==> src/rtl/ccg_pkg.sv <==
package ccg_pkg;
  localparam int unsigned DATA_W   = 8;
  localparam int unsigned IDX_W    = 8;
  localparam logic [IDX_W-1:0] IDX_IDENT = 8'h27;
  localparam logic [IDX_W-1:0] IDX_CTRL  = 8'h29;
  localparam int unsigned EN_POS    = 7;
  localparam int unsigned VALID_POS = 4;
  localparam int unsigned FAMILY_W  = 3;
  localparam int unsigned REV_W     = DATA_W - FAMILY_W;
  localparam logic [FAMILY_W-1:0] FAMILY_CODE = 3'b000;
endpackage

==> src/rtl/ccg_rst_sync.sv <==
module ccg_rst_sync #(
  parameter int unsigned STAGES = 2
) (
  input  logic clk,
  input  logic rst_n,
  output logic rst_sync_n
);
  logic [STAGES-1:0] shift_q;
  logic [STAGES-1:0] shift_d;

  always_comb begin
    shift_d = {shift_q[STAGES-2:0], 1'b1};
  end

  always_ff @(posedge clk or negedge rst_n) begin
    if (!rst_n) shift_q <= '0;
    else        shift_q <= shift_d;
  end

  assign rst_sync_n = shift_q[STAGES-1];
endmodule

==> src/rtl/ccg_lock_detect.sv <==
module ccg_lock_detect #(
  parameter int unsigned LOCK_CYCLES = 64
) (
  input  logic clk,
  input  logic rst_n,
  input  logic gen_en,
  input  logic lock_in,
  output logic clk_valid
);
  localparam int unsigned CNT_W = $clog2(LOCK_CYCLES + 1);
  localparam logic [CNT_W-1:0] CNT_LIM = CNT_W'(LOCK_CYCLES);

  logic [CNT_W-1:0] cnt_q;
  logic [CNT_W-1:0] cnt_d;
  logic             cnt_ce;
  logic             run;

  always_comb begin
    run    = gen_en && lock_in;
    cnt_ce = !run || (cnt_q != CNT_LIM);
    cnt_d  = run ? cnt_q + 1'b1 : '0;
  end

  always_ff @(posedge clk or negedge rst_n) begin
    if (!rst_n)      cnt_q <= '0;
    else if (cnt_ce) cnt_q <= cnt_d;
  end

  assign clk_valid = run && (cnt_q == CNT_LIM);

  // validity can only appear after lock was sampled high
  assert_valid_after_lock_R6: assert property (@(posedge clk) disable iff (!rst_n)
    $rose(clk_valid) |-> $past(lock_in));
  // a lock loss forces a new count, so no validity on the next cycle
  assert_restart_after_loss_R7: assert property (@(posedge clk) disable iff (!rst_n)
    !lock_in |=> !clk_valid);
endmodule

==> src/rtl/ccg_cfg_regs.sv <==
module ccg_cfg_regs
  import ccg_pkg::*;
#(
  parameter logic [REV_W-1:0] REVISION = '0
) (
  input  logic              clk,
  input  logic              rst_n,
  input  logic              host_we,
  input  logic [IDX_W-1:0]  host_idx,
  input  logic [DATA_W-1:0] host_wdata,
  input  logic              clk_valid,
  output logic              gen_en,
  output logic [DATA_W-1:0] host_rdata
);
  logic en_q;
  logic en_d;
  logic en_ce;
  logic ctrl_wr;

  always_comb begin
    ctrl_wr = host_we && (host_idx == IDX_CTRL);
    en_ce   = ctrl_wr && !en_q && host_wdata[EN_POS];
    en_d    = 1'b1;
  end

  always_ff @(posedge clk or negedge rst_n) begin
    if (!rst_n)     en_q <= 1'b0;
    else if (en_ce) en_q <= en_d;
  end

  always_comb begin
    host_rdata = '0;
    unique case (host_idx)
      IDX_IDENT: host_rdata = {FAMILY_CODE, REVISION};
      IDX_CTRL: begin
        host_rdata[EN_POS]    = en_q;
        host_rdata[VALID_POS] = clk_valid;
      end
      default: host_rdata = '0;
    endcase
  end

  assign gen_en = en_q;

  // a set write takes effect on the next cycle
  assert_enable_set_R2: assert property (@(posedge clk) disable iff (!rst_n)
    (host_we && host_idx == IDX_CTRL && host_wdata[EN_POS]) |=> en_q);
  // writing zero to a clear enable keeps it clear
  assert_zero_write_keeps_R3: assert property (@(posedge clk) disable iff (!rst_n)
    (host_we && host_idx == IDX_CTRL && !host_wdata[EN_POS] && !en_q) |=> !en_q);
  // once set, the enable stays set until reset
  assert_enable_sticky_R4: assert property (@(posedge clk) disable iff (!rst_n)
    en_q |=> en_q);
endmodule

==> src/rtl/ccg_clkgen_ctrl.sv <==
module ccg_clkgen_ctrl
  import ccg_pkg::*;
#(
  parameter int unsigned       LOCK_CYCLES = 64,
  parameter int unsigned       SYNC_STAGES = 2,
  parameter logic [REV_W-1:0]  REVISION    = '0
) (
  input  logic              clk,
  input  logic              rst_n,
  input  logic              host_we,
  input  logic [IDX_W-1:0]  host_idx,
  input  logic [DATA_W-1:0] host_wdata,
  output logic [DATA_W-1:0] host_rdata,
  input  logic              lock_in,
  output logic              clk_out_en
);
  logic rst_sync_n;
  logic gen_en;
  logic clk_valid;

  ccg_rst_sync #(.STAGES(SYNC_STAGES)) rst_sync_i (
    .clk        (clk),
    .rst_n      (rst_n),
    .rst_sync_n (rst_sync_n)
  );

  ccg_cfg_regs #(.REVISION(REVISION)) cfg_regs_i (
    .clk        (clk),
    .rst_n      (rst_sync_n),
    .host_we    (host_we),
    .host_idx   (host_idx),
    .host_wdata (host_wdata),
    .clk_valid  (clk_valid),
    .gen_en     (gen_en),
    .host_rdata (host_rdata)
  );

  ccg_lock_detect #(.LOCK_CYCLES(LOCK_CYCLES)) lock_det_i (
    .clk       (clk),
    .rst_n     (rst_sync_n),
    .gen_en    (gen_en),
    .lock_in   (lock_in),
    .clk_valid (clk_valid)
  );

  assign clk_out_en = clk_valid;

  // the clock enable agrees with the status bit read by the host
  assert_clken_matches_status_R8: assert property (@(posedge clk) disable iff (!rst_sync_n)
    (host_idx == IDX_CTRL) |-> (clk_out_en == host_rdata[VALID_POS]));
  // reserved positions of the control register read zero
  assert_reserved_zero_R5: assert property (@(posedge clk) disable iff (!rst_sync_n)
    (host_idx == IDX_CTRL) |-> (host_rdata[6:5] == 2'b00 && host_rdata[3:0] == 4'h0));
  // unmapped indexes read zero
  assert_unmapped_zero_R10: assert property (@(posedge clk) disable iff (!rst_sync_n)
    (host_idx != IDX_CTRL && host_idx != IDX_IDENT) |-> (host_rdata == '0));
endmodule

==> config.mk <==
export PLATFORM = sky130hd
export DESIGN_NAME = ccg_clkgen_ctrl
export DESIGN_NICKNAME = d
export VERILOG_FILES = /design/src/rtl/ccg_pkg.sv /design/src/rtl/ccg_rst_sync.sv /design/src/rtl/ccg_lock_detect.sv /design/src/rtl/ccg_cfg_regs.sv /design/src/rtl/ccg_clkgen_ctrl.sv
export SDC_FILE = /design/constraint.sdc
export NUM_CORES = 1
export LEC_CHECK = 0
export BUFFER_PORTS_ARGS = -buffer_cell sky130_fd_sc_hd__buf_2
export CORE_AREA = 2 2 39 41
export CTS_CLUSTER_SIZE = 12
export DETAILED_ROUTE_END_ITERATION = 7
export DIE_AREA = 0 0 41 43
export PLACE_DENSITY = 0.86
export SYNTH_ARGS = -nofsm -noshare
export SYNTH_HDL_FRONTEND = slang
export SYNTH_HIERARCHICAL = 1
export SYNTH_SLANG_ARGS = --single-unit
==> constraint.sdc <==
create_clock -name clk -period 2.8 [get_ports clk]
set_input_delay 0.56 -clock clk [delete_from_list [all_inputs] [get_ports clk]]
set_output_delay 0.56 -clock clk [all_outputs]
set_load 0.02 [all_outputs]
==> results.cfg, run 1 <==
[grt]
overflow = 0
use_met2_pct = 21.3
antenna_found_initial = 0
grt_pass1_wl_um = 1620
grt_max_degree = 9
grt_util_all_layers_pct = 13.9
grtUsageMet1_pct = 16.6
first_global_vias = 407
top_usage_layer = met2
grt_use_met3_pct = 3.66

[pwr]
vdd.ir_drop.worst_mv = 0.317
power_density_nw_per_um2 = 473
p_leak_nw = 0.336

[floorplanning]
fp.dieW_um = 41
io_pins = 29
core-area_um2 = 1380
dieArea_um2 = 1760
placementRows = 14
die_h_um = 43
start_util_pct = 41.0

[route]
drcViolationCount = 0
dr.first_iter.drc_count = 7
dr.pass1.iters = 4
postRouteAntennaNets = 0
num_vias = 446
wire_per_inst_um = 10.5
finalWirelength_um = 999
viasPerCell = 4.69

[timing]
setup_tns_ps = 0
max_freq_ghz = 0.419
layout_min_cycle_time_ps = 2390
fin_worst_skew_ps = 4.28
finalHoldViolCount = 0
fin_crit_sh_pct = 85.3
fin_ws_ps = 412
slew_viol_final = 0
rsz0062_at_grt = no
setup_viol = 0

[placement]
gp_congestion = 0.751
dp_hpwl_um = 770
place_ws_ps = 654
place_area_um2 = 636
port_buffers = 15

[worst_hold_path]
hp-class = input pin to asynchronous set/reset pin

[clock_network]
cts_root_buf = clkbuf_4
holdBufCountCts = 0
h-tree-depth = 1
cts_tree = built
post_cts_buffers = 0
clk_pin_slew_ps = 70
clk_path_buf_depth = 2
post_cts_resized = 0
clock_sinks = 10
cts_made_buffers = 3
clock_latency_ps = 260

[critical_path]
crit_path_max_fanout = 4
critPathRequiredTime_ps = 2240
end_kind = output port
setup.worst_path.class = flop to output port
arrival_ps = 1830
cp-start-kind = flop

[layout]
nets = 102
syn_to_final_growth_pct = 18.5
fin_area_um2 = 672
drive_gt1_share_pct = 26.6
num_antenna_cells = 0

[job]
max_cap_viol_count = 0

[synth]
async_reset_ff_share_pct = 100
synth_edf_count = 0
ys_warn_count = 6
ys_types = 23
ys_seq_elements = 10
synth.area.top_cells = dfrtp_1, buf_4, nand2_1, ha_1, a21oi_1
syn_avg_cell_area_um2 = 9.29
synth_ff_type = dfrtp_1
yosysTopAreaCell = dfrtp_1
synth_cells = 61
netlist.area_leader.share_pct = 44.2
yosysSeqAreaShare_pct = 44.2
netlist_area_um2 = 567

[status]
outcome = finished clean
==> routing by layer <==
metal,vias up,wire length [um]
li1,228,-
met2,22,502
met4,0,0
met5,-,0
met3,0,67
met1,196,428
==> layout make-up <==
cell class                 count  area [um2]
timing repair buffer          15        75.1
fill                         122         712
inverter                       4        15.0
tap                           16        20.0
sequential                    10         250
clock buffer                   4        36.3
multi-input combinational     46         275
==> worst max-delay path, stage by stage, from the launching register on <==
cell and delay (ps):
dfrtp_1 420, nor4_2 430, nand2_1 150, nor2_1 160
inv_1 50, nor3_1 160, buf_2 190
==> where the power goes <==
part | switching (W) | leakage, nW | internal (W) | total [W]
clock | 0.0000505 | 0.0210 | 0.0000788 | 0.000129
combinational | 0.0000192 | 0.187 | 0.0000131 | 0.0000323
sequential | 0.00000718 | 0.127 | 0.000149 | 0.000156
==> flip-flops by register name, summed over array words and instances, names as in the netlist <==
signal / cells
lock_det_i/cnt_q: 7
rst_sync_i/shift_q: 2
cfg_regs_i/gen_en: 1
==> synth_stat cells (all sizes together) (2+ instances only) <==
master / n
or3: 2
nand3: 4
o21ai: 2
a21oi: 4
xor2: 2
inv: 4
nor2: 3
nor3: 2
conb: 2
nand2: 7
dfrtp: 10
ha: 2
and2: 2
buf: 6
==> final timing paths <==
check,startpoint,endpoint,slack [ps],depth (start not counted)
worst min-delay path,rst_n,rst_sync_i/shift_q[0],70,1
worst max register to register,lock_det_i/cnt_q[3],lock_det_i/cnt_q[1],1490,3
worst min register to register,rst_sync_i/shift_q[1],lock_det_i/cnt_q[2],140,0
max in group asynchronous,rst_sync_i/shift_q[1],lock_det_i/cnt_q[6],2400,0
min in group clk,rst_sync_i/shift_q[0],rst_sync_i/shift_q[1],360,0
worst max-delay path,lock_det_i/cnt_q[3],host_rdata[4],410,6
==> layout by cell type, fill, tap and decap left out, types with 2 or more instances in the layout <==
cell      Yosys  final
o21ai_0       2      2
a21oi_1       4      4
clkbuf_4      0      3
buf_2         0     15
dfrtp_1      10     10
nor2_1        3      3
nand3_1       4      4
ha_1          2      2
nand2_1       7      7
xor2_1        2      2
nor3_1        2      2
inv_1         4      4
and2_1        2      2
or3_1         2      2
conb_1        2      7
==> kinds of logic after synthesis <==
logic type | share of synthesized area (%)
mux | 1.77
buf+inv | 10.6
other cells | 1.32
fa+ha+maj | 4.41
compound gates | 7.95
xor+xnor | 3.09
flops | 44.2
simple gates | 26.7
==> stage by stage <==
step | utilization (%) | total power (W) | instances | hold WS [ps]
finish | 48.6 | 0.000318 | 95 | 71.0
global route | 48.6 | 0.000337 | 95 | 51.1
CTS | 48.6 | 0.000323 | 95 | 57.9
detailed placement | 45.9 | 0.000191 | 91 | 148
global placement | 45.9 | 0.000190 | 91 | 133
floorplan | - | 0.000185 | 66 | 94.6
Note: power is estimated with default switching activity, not from simulation.
==> run 2: changes to the inputs <==
--- a/config.mk
+++ b/config.mk
@@ -13,5 +13,4 @@
 export PLACE_DENSITY = 0.86
 export SYNTH_ARGS = -nofsm -noshare
 export SYNTH_HDL_FRONTEND = slang
-export SYNTH_HIERARCHICAL = 1
 export SYNTH_SLANG_ARGS = --single-unit
==> results.cfg, run 2 <==
[status]
outcome = finished clean

[timing]
max_freq_ghz = 0.458
layout_min_cycle_time_ps = 2180
rsz0062_at_grt = no
fin_crit_sh_pct = 77.9
setup_tns_ps = 0
setup_viol = 0
finalHoldViolCount = 0
slew_viol_final = 0
fin_worst_skew_ps = 0.757

[grt]
grt_pass1_wl_um = 1690
antenna_found_initial = 0
grt_util_all_layers_pct = 14.3
grt_max_degree = 9
first_global_vias = 434
overflow = 0

[critical_path]
end_kind = output port
r2r-end = lock_det_i.cnt_q[6]
crit_path_max_fanout = 5
timing.rr.start = lock_det_i.cnt_q[1]
setup.worst_path.class = flop to output port
critPathRequiredTime_ps = 2240
cp_slowest_cell = dfrtp_1
reg2reg_slack_ps = 1450
cp-start-kind = flop
max_stage_delay_ps = 450
rr_worst_depth = 4
arrival_ps = 1620
worstPathCellList = nor4_4 > and3_1 > and2_1 > buf_2

[clock_network]
h-tree-depth = 1
post_cts_buffers = 0
clk_pin_slew_ps = 70
cts_root_buf = clkbuf_4
holdBufCountCts = 0
cts_made_buffers = 3
post_cts_resized = 0
clock_sinks = 10
cts_tree = built
clk_path_buf_depth = 2
clock_latency_ps = 260

[synth]
synth.most_common_cell = dfrtp_1
ys_warn_count = 0
yosysTopAreaCell = dfrtp_1
async_reset_ff_share_pct = 100
yosys.area_share.simple_pct = 30.1
synth_edf_count = 0
synth_common_cells = dfrtp_1, buf_4, and2_1
synth_cells = 57
yosys.area_share.adder_pct = 4.40
synth_ff_type = dfrtp_1
synth_top_family_by_area = simple AND/OR/NAND/NOR gates
netlist.area_leader.share_pct = 44.0
yosysSeqAreaShare_pct = 44.0
synth_compound_area_share_pct = 7.91
syn_avg_cell_area_um2 = 9.99
ys_seq_elements = 10
ys_types = 25
netlist_area_um2 = 569
synth_mux_area_share_pct = 0
synth_xor_area_share_pct = 3.08
synth.area.top_cells = dfrtp_1, buf_4, and2_1, ha_1, nor4_4

[layout]
multiInputGateArea_um2 = 285
largest_register_ffs = 7
utilization_pct = 48.7
final_cell_mix = buf_2, dfrtp_1, conb_1, and2_1, nand2_1
syn_to_final_growth_pct = 18.5
layout_commonest_cell = buf_2
num_antenna_cells = 0
fillCellCount = 128
largest-register = lock_det_i.cnt_q
drive_gt1_share_pct = 30.7
nets = 98
ff_latch_area_um2 = 250
fin_area_um2 = 674

[route]
drcViolationCount = 0
num_vias = 447
postRouteAntennaNets = 0
viasPerCell = 4.91
wire_per_inst_um = 10.7
finalWirelength_um = 975
dr.first_iter.drc_count = 4
dr.pass1.iters = 2

[floorplanning]
die_h_um = 43
fp.dieW_um = 41
io_pins = 29
core-area_um2 = 1380
start_util_pct = 41.1
dieArea_um2 = 1760
placementRows = 14

[job]
max_cap_viol_count = 0

[placement]
gp_congestion = 0.798
place_area_um2 = 638
port_buffers = 15
dp_hpwl_um = 769

[pwr]
power_w = 0.000301
vdd.ir_drop.worst_mv = 0.257
power_density_nw_per_um2 = 446
p_leak_nw = 0.328

[worst_hold_path]
hp-class = input pin to asynchronous set/reset pin
run 2: metal layers:
layer / vias to the layer above / global-route usage (%) / part of all wire (%)
li1: 219 / - / -
met1: 212 / 16.9 / 42
met2: 16 / 22.5 / 52
met3: 0 / 3.14 / 6.1
met4: 0 / 8.00 / 0
met5: - / 0 / 0
run 2: cell type report:
type,count,area share [%]
sequential,10,37.1
clock buffer,4,5.38
multi-input combinational,44,42.3
timing repair buffer,15,11.1
tap,16,2.97
inverter,2,1.11
run 2: worst max-delay path by stage:
stage	start	end	slack [ps]	depth (start not counted)
final	lock_det_i.cnt_q[2]	host_rdata[4]	620	4
after global routing	lock_det_i.cnt_q[2]	host_rdata[4]	510	4
after CTS	lock_det_i.cnt_q[2]	host_rdata[4]	620	4
after detailed placement	host_idx[1]	host_rdata[7]	760	5
after global placement	host_idx[1]	host_rdata[7]	810	5
after floorplan	lock_det_i.cnt_q[2]	host_rdata[4]	880	3
run 2: kinds of logic (layout without fill, tap and decap cells):
logic type / after synthesis / count (layout)
buffers and inverters: 8 / 21
adder cells (fa/ha/maj): 2 / 2
AO/OA/AOI/OAI: 8 / 8
flip-flops: 10 / 10
XOR/XNOR: 2 / 2
AND/OR/NAND/NOR: 25 / 25
other: 2 / 7
run 2: per-stage QoR:
| step | setup slack (ps) | hold slack [ps] | std cells |
|---|---|---|---|
| CTS | 619 | 58.5 | 91 |
| global route | 508 | 49.2 | 91 |
| floorplan | 882 | 94.6 | 62 |
| global placement | 809 | 133 | 87 |
| detailed placement | 761 | 148 | 87 |
| finish | 618 | 64.9 | 91 |
run 2: report_power, final:
group / leakage [nW] / internal, W / switching, W
Combinational: 0.172 / 0.00000803 / 0.0000118
Sequential: 0.135 / 0.000147 / 0.00000344
Clock: 0.0210 / 0.0000789 / 0.0000518
run 2: critical path, delay by kind of cell, from the launching register on:
kind	cells	cell delay, ps
and+or+nand+nor	3	730
DFF	1	450
buffers and inverters	1	160
==> run 3: changes to the inputs <==
--- a/config.mk
+++ b/config.mk
@@ -5,11 +5,12 @@
 export SDC_FILE = /design/constraint.sdc
 export NUM_CORES = 1
 export LEC_CHECK = 0
+export ABC_AREA = 1
 export BUFFER_PORTS_ARGS = -buffer_cell sky130_fd_sc_hd__buf_2
-export CORE_AREA = 2 2 39 41
+export CORE_MARGIN = 1.5
+export CORE_UTILIZATION = 44
 export CTS_CLUSTER_SIZE = 12
 export DETAILED_ROUTE_END_ITERATION = 7
-export DIE_AREA = 0 0 41 43
 export PLACE_DENSITY = 0.86
 export SYNTH_ARGS = -nofsm -noshare
 export SYNTH_HDL_FRONTEND = slang
==> constraint.sdc (replaced) <==
create_clock -name clk -period 2.2 [get_ports clk]
set_input_delay 0.44 -clock clk [delete_from_list [all_inputs] [get_ports clk]]
set_output_delay 0.44 -clock clk [all_outputs]
set_load 0.02 [all_outputs]
==> results.cfg, run 3 <==
[synth]
synth.most_common_cell = nand2_1
synth_cells = 82
syn_avg_cell_area_um2 = 7.68
ys_types = 19
ys_seq_elements = 10
synth_edf_count = 0
synth.area.top_cells = dfrtp_1, nand2_1, buf_4, inv_1, nor2_1
netlist_area_um2 = 629
yosysSeqAreaShare_pct = 39.8
netlist.area_leader.share_pct = 39.8
yosysTopAreaCell = dfrtp_1
ys_warn_count = 0
async_reset_ff_share_pct = 100
synth_ff_type = dfrtp_1
synth_common_cells = nand2_1, inv_1, nor2_1

[floorplanning]
fp.dieW_um = 40.8
dieArea_um2 = 1670
placementRows = 13
die_h_um = 40.8
start_util_pct = 47.8
core-area_um2 = 1320
io_pins = 29

[layout]
nets = 124
syn_to_final_growth_pct = 18.1
final_cell_mix = buf_2, nand2_1, inv_1, nor2_1, dfrtp_1
fillCellCount = 134
num_antenna_cells = 0
largest-register = lock_det_i.cnt_q
largest_register_ffs = 7
drive_gt1_share_pct = 30.7
layout_commonest_cell = buf_2

[timing]
fin_worst_skew_ps = 0.995
max_freq_ghz = 0.531
finalHoldViolCount = 0
slew_viol_final = 0
layout_min_cycle_time_ps = 1880
fin_hold_ws_ps = 124
setup_viol = 0
setup_tns_ps = 0
rsz0062_at_grt = no
fin_crit_sh_pct = 85.6

[grt]
overflow = 0
first_global_vias = 510
grt_pass1_wl_um = 1960
antenna_found_initial = 0
grt_util_all_layers_pct = 18.4
grt_max_degree = 9

[critical_path]
critPathRequiredTime_ps = 1760
end_kind = output port
crit_path_max_fanout = 5
arrival_ps = 1440
worstPathCellList = inv_1 > ha_1 > nand2_2 > nor2_4 > nand2_4 > nor2_2 > buf_2
cp-start-kind = flop
cp_slowest_cell = dfrtp_1
max_stage_delay_ps = 410
setup.worst_path.class = flop to output port

[pwr]
switching_share_pct = 23.8
vdd.ir_drop.worst_mv = 0.422
p_comb_share_pct = 13.8
seqPwrFrac_pct = 48.2
p_sw_w = 0.0000981
clkPwrFrac_pct = 38.0
p_leak_nw = 0.404
power.internal_w = 0.000313
power_density_nw_per_um2 = 554

[status]
outcome = finished clean

[clock_network]
clk_path_buf_depth = 2
cts_tree = built
post_cts_buffers = 0
cts_made_buffers = 3
h-tree-depth = 1
clock_latency_ps = 250
clock_sinks = 10
post_cts_resized = 0
clk_pin_slew_ps = 60
cts_root_buf = clkbuf_4

[placement]
dp_hpwl_um = 1010
port_buffers = 15
gp_congestion = 0.711

[route]
postRouteAntennaNets = 0
dr.first_iter.drc_count = 10
finalWirelength_um = 1140
viasPerCell = 4.44
drcViolationCount = 0
num_vias = 515
wire_per_inst_um = 9.85
dr.pass1.iters = 3

[job]
max_cap_viol_count = 0

[worst_hold_path]
hp-class = flop to asynchronous set/reset pin
==> run 3: final cells by class <==
cell class / instances / area [um2] / area share [%]
multi-input combinational: 58 / 304 / 40.9
sequential: 10 / 250 / 33.7
timing repair buffer: 16 / 85.1 / 11.4
inverter: 13 / 48.8 / 6.57
clock buffer: 4 / 36.3 / 4.88
tap: 15 / 18.8 / 2.53
==> run 3: path summary, 6_finish.rpt <==
check | startpoint | to | slack [ps] | cells past startpoint
worst max-delay path | lock_det_i.cnt_q[0] | host_rdata[4] | 320 | 7
worst min-delay path | rst_sync_i.shift_q[1] | lock_det_i.cnt_q[0] | 120 | 0
worst max register to register | lock_det_i.cnt_q[0] | lock_det_i.cnt_q[2] | 1050 | 7
worst min register to register | rst_sync_i.shift_q[1] | lock_det_i.cnt_q[0] | 120 | 0
max in group asynchronous | rst_n | rst_sync_i.shift_q[1] | 1610 | 2
min in group clk | rst_sync_i.shift_q[0] | rst_sync_i.shift_q[1] | 380 | 0
==> run 3: critical path: cells and delay by family, from the launching register on <==
family,cells,cell delay (ps)
DFF,1,410
and+or+nand+nor,4,380
buffers and inverters,2,230
adders and majority gates,1,150
==> run 3: timing repair <==
item / 4_1_cts / 5_1_grt
endpoints found under the setup margin: 0 / 0
endpoints found under the hold margin: 2 / 0
hold buffers: 1 / 0
==> run 3: metrics by stage <==
step	util [%]	cells	cell area (um2)	setup slack, ps	total power [W]
3_5_place_dp	52.9	111	697	487	0.000258
6_report	56.4	116	743	318	0.000411
3_3_place_gp	52.9	111	697	584	0.000254
5_1_grt	56.4	116	743	215	0.000435
4_1_cts	56.4	116	743	300	0.000419
2_1_floorplan	-	87	648	644	0.000248
==> run 3: logic make-up (layout without fill, tap and decap cells) <==
kind of cell | after synthesis | in the layout | synth area share (%)
AND/OR/NAND/NOR | 44 | 44 | 35.6
flip-flops | 10 | 10 | 39.8
XOR/XNOR | 1 | 1 | 1.39
other | 2 | 7 | 1.19
buffers and inverters | 19 | 33 | 14.9
AO/OA/AOI/OAI | 4 | 4 | 3.18
adder cells (fa/ha/maj) | 2 | 2 | 3.98
==> run 3: power by group through the flow <==
stage	sequential (W)	combinational (W)	clock (W)
6_report	0.000198	0.0000568	0.000156
2_1_floorplan	0.000200	0.0000487	0
3_3_place_gp	0.000201	0.0000530	0
4_1_cts	0.000198	0.0000572	0.000163
5_1_grt	0.000199	0.0000660	0.000170
3_5_place_dp	0.000202	0.0000558	0
==> run 3: metal layers <==
layer | GRT usage, % | vias up | wire [um]
met2 | 35.5 | 16 | 675
li1 | - | 271 | -
met3 | 2.17 | 0 | 51
met1 | 19.6 | 228 | 416
met5 | 0 | - | 0
met4 | 7.50 | 0 | 0
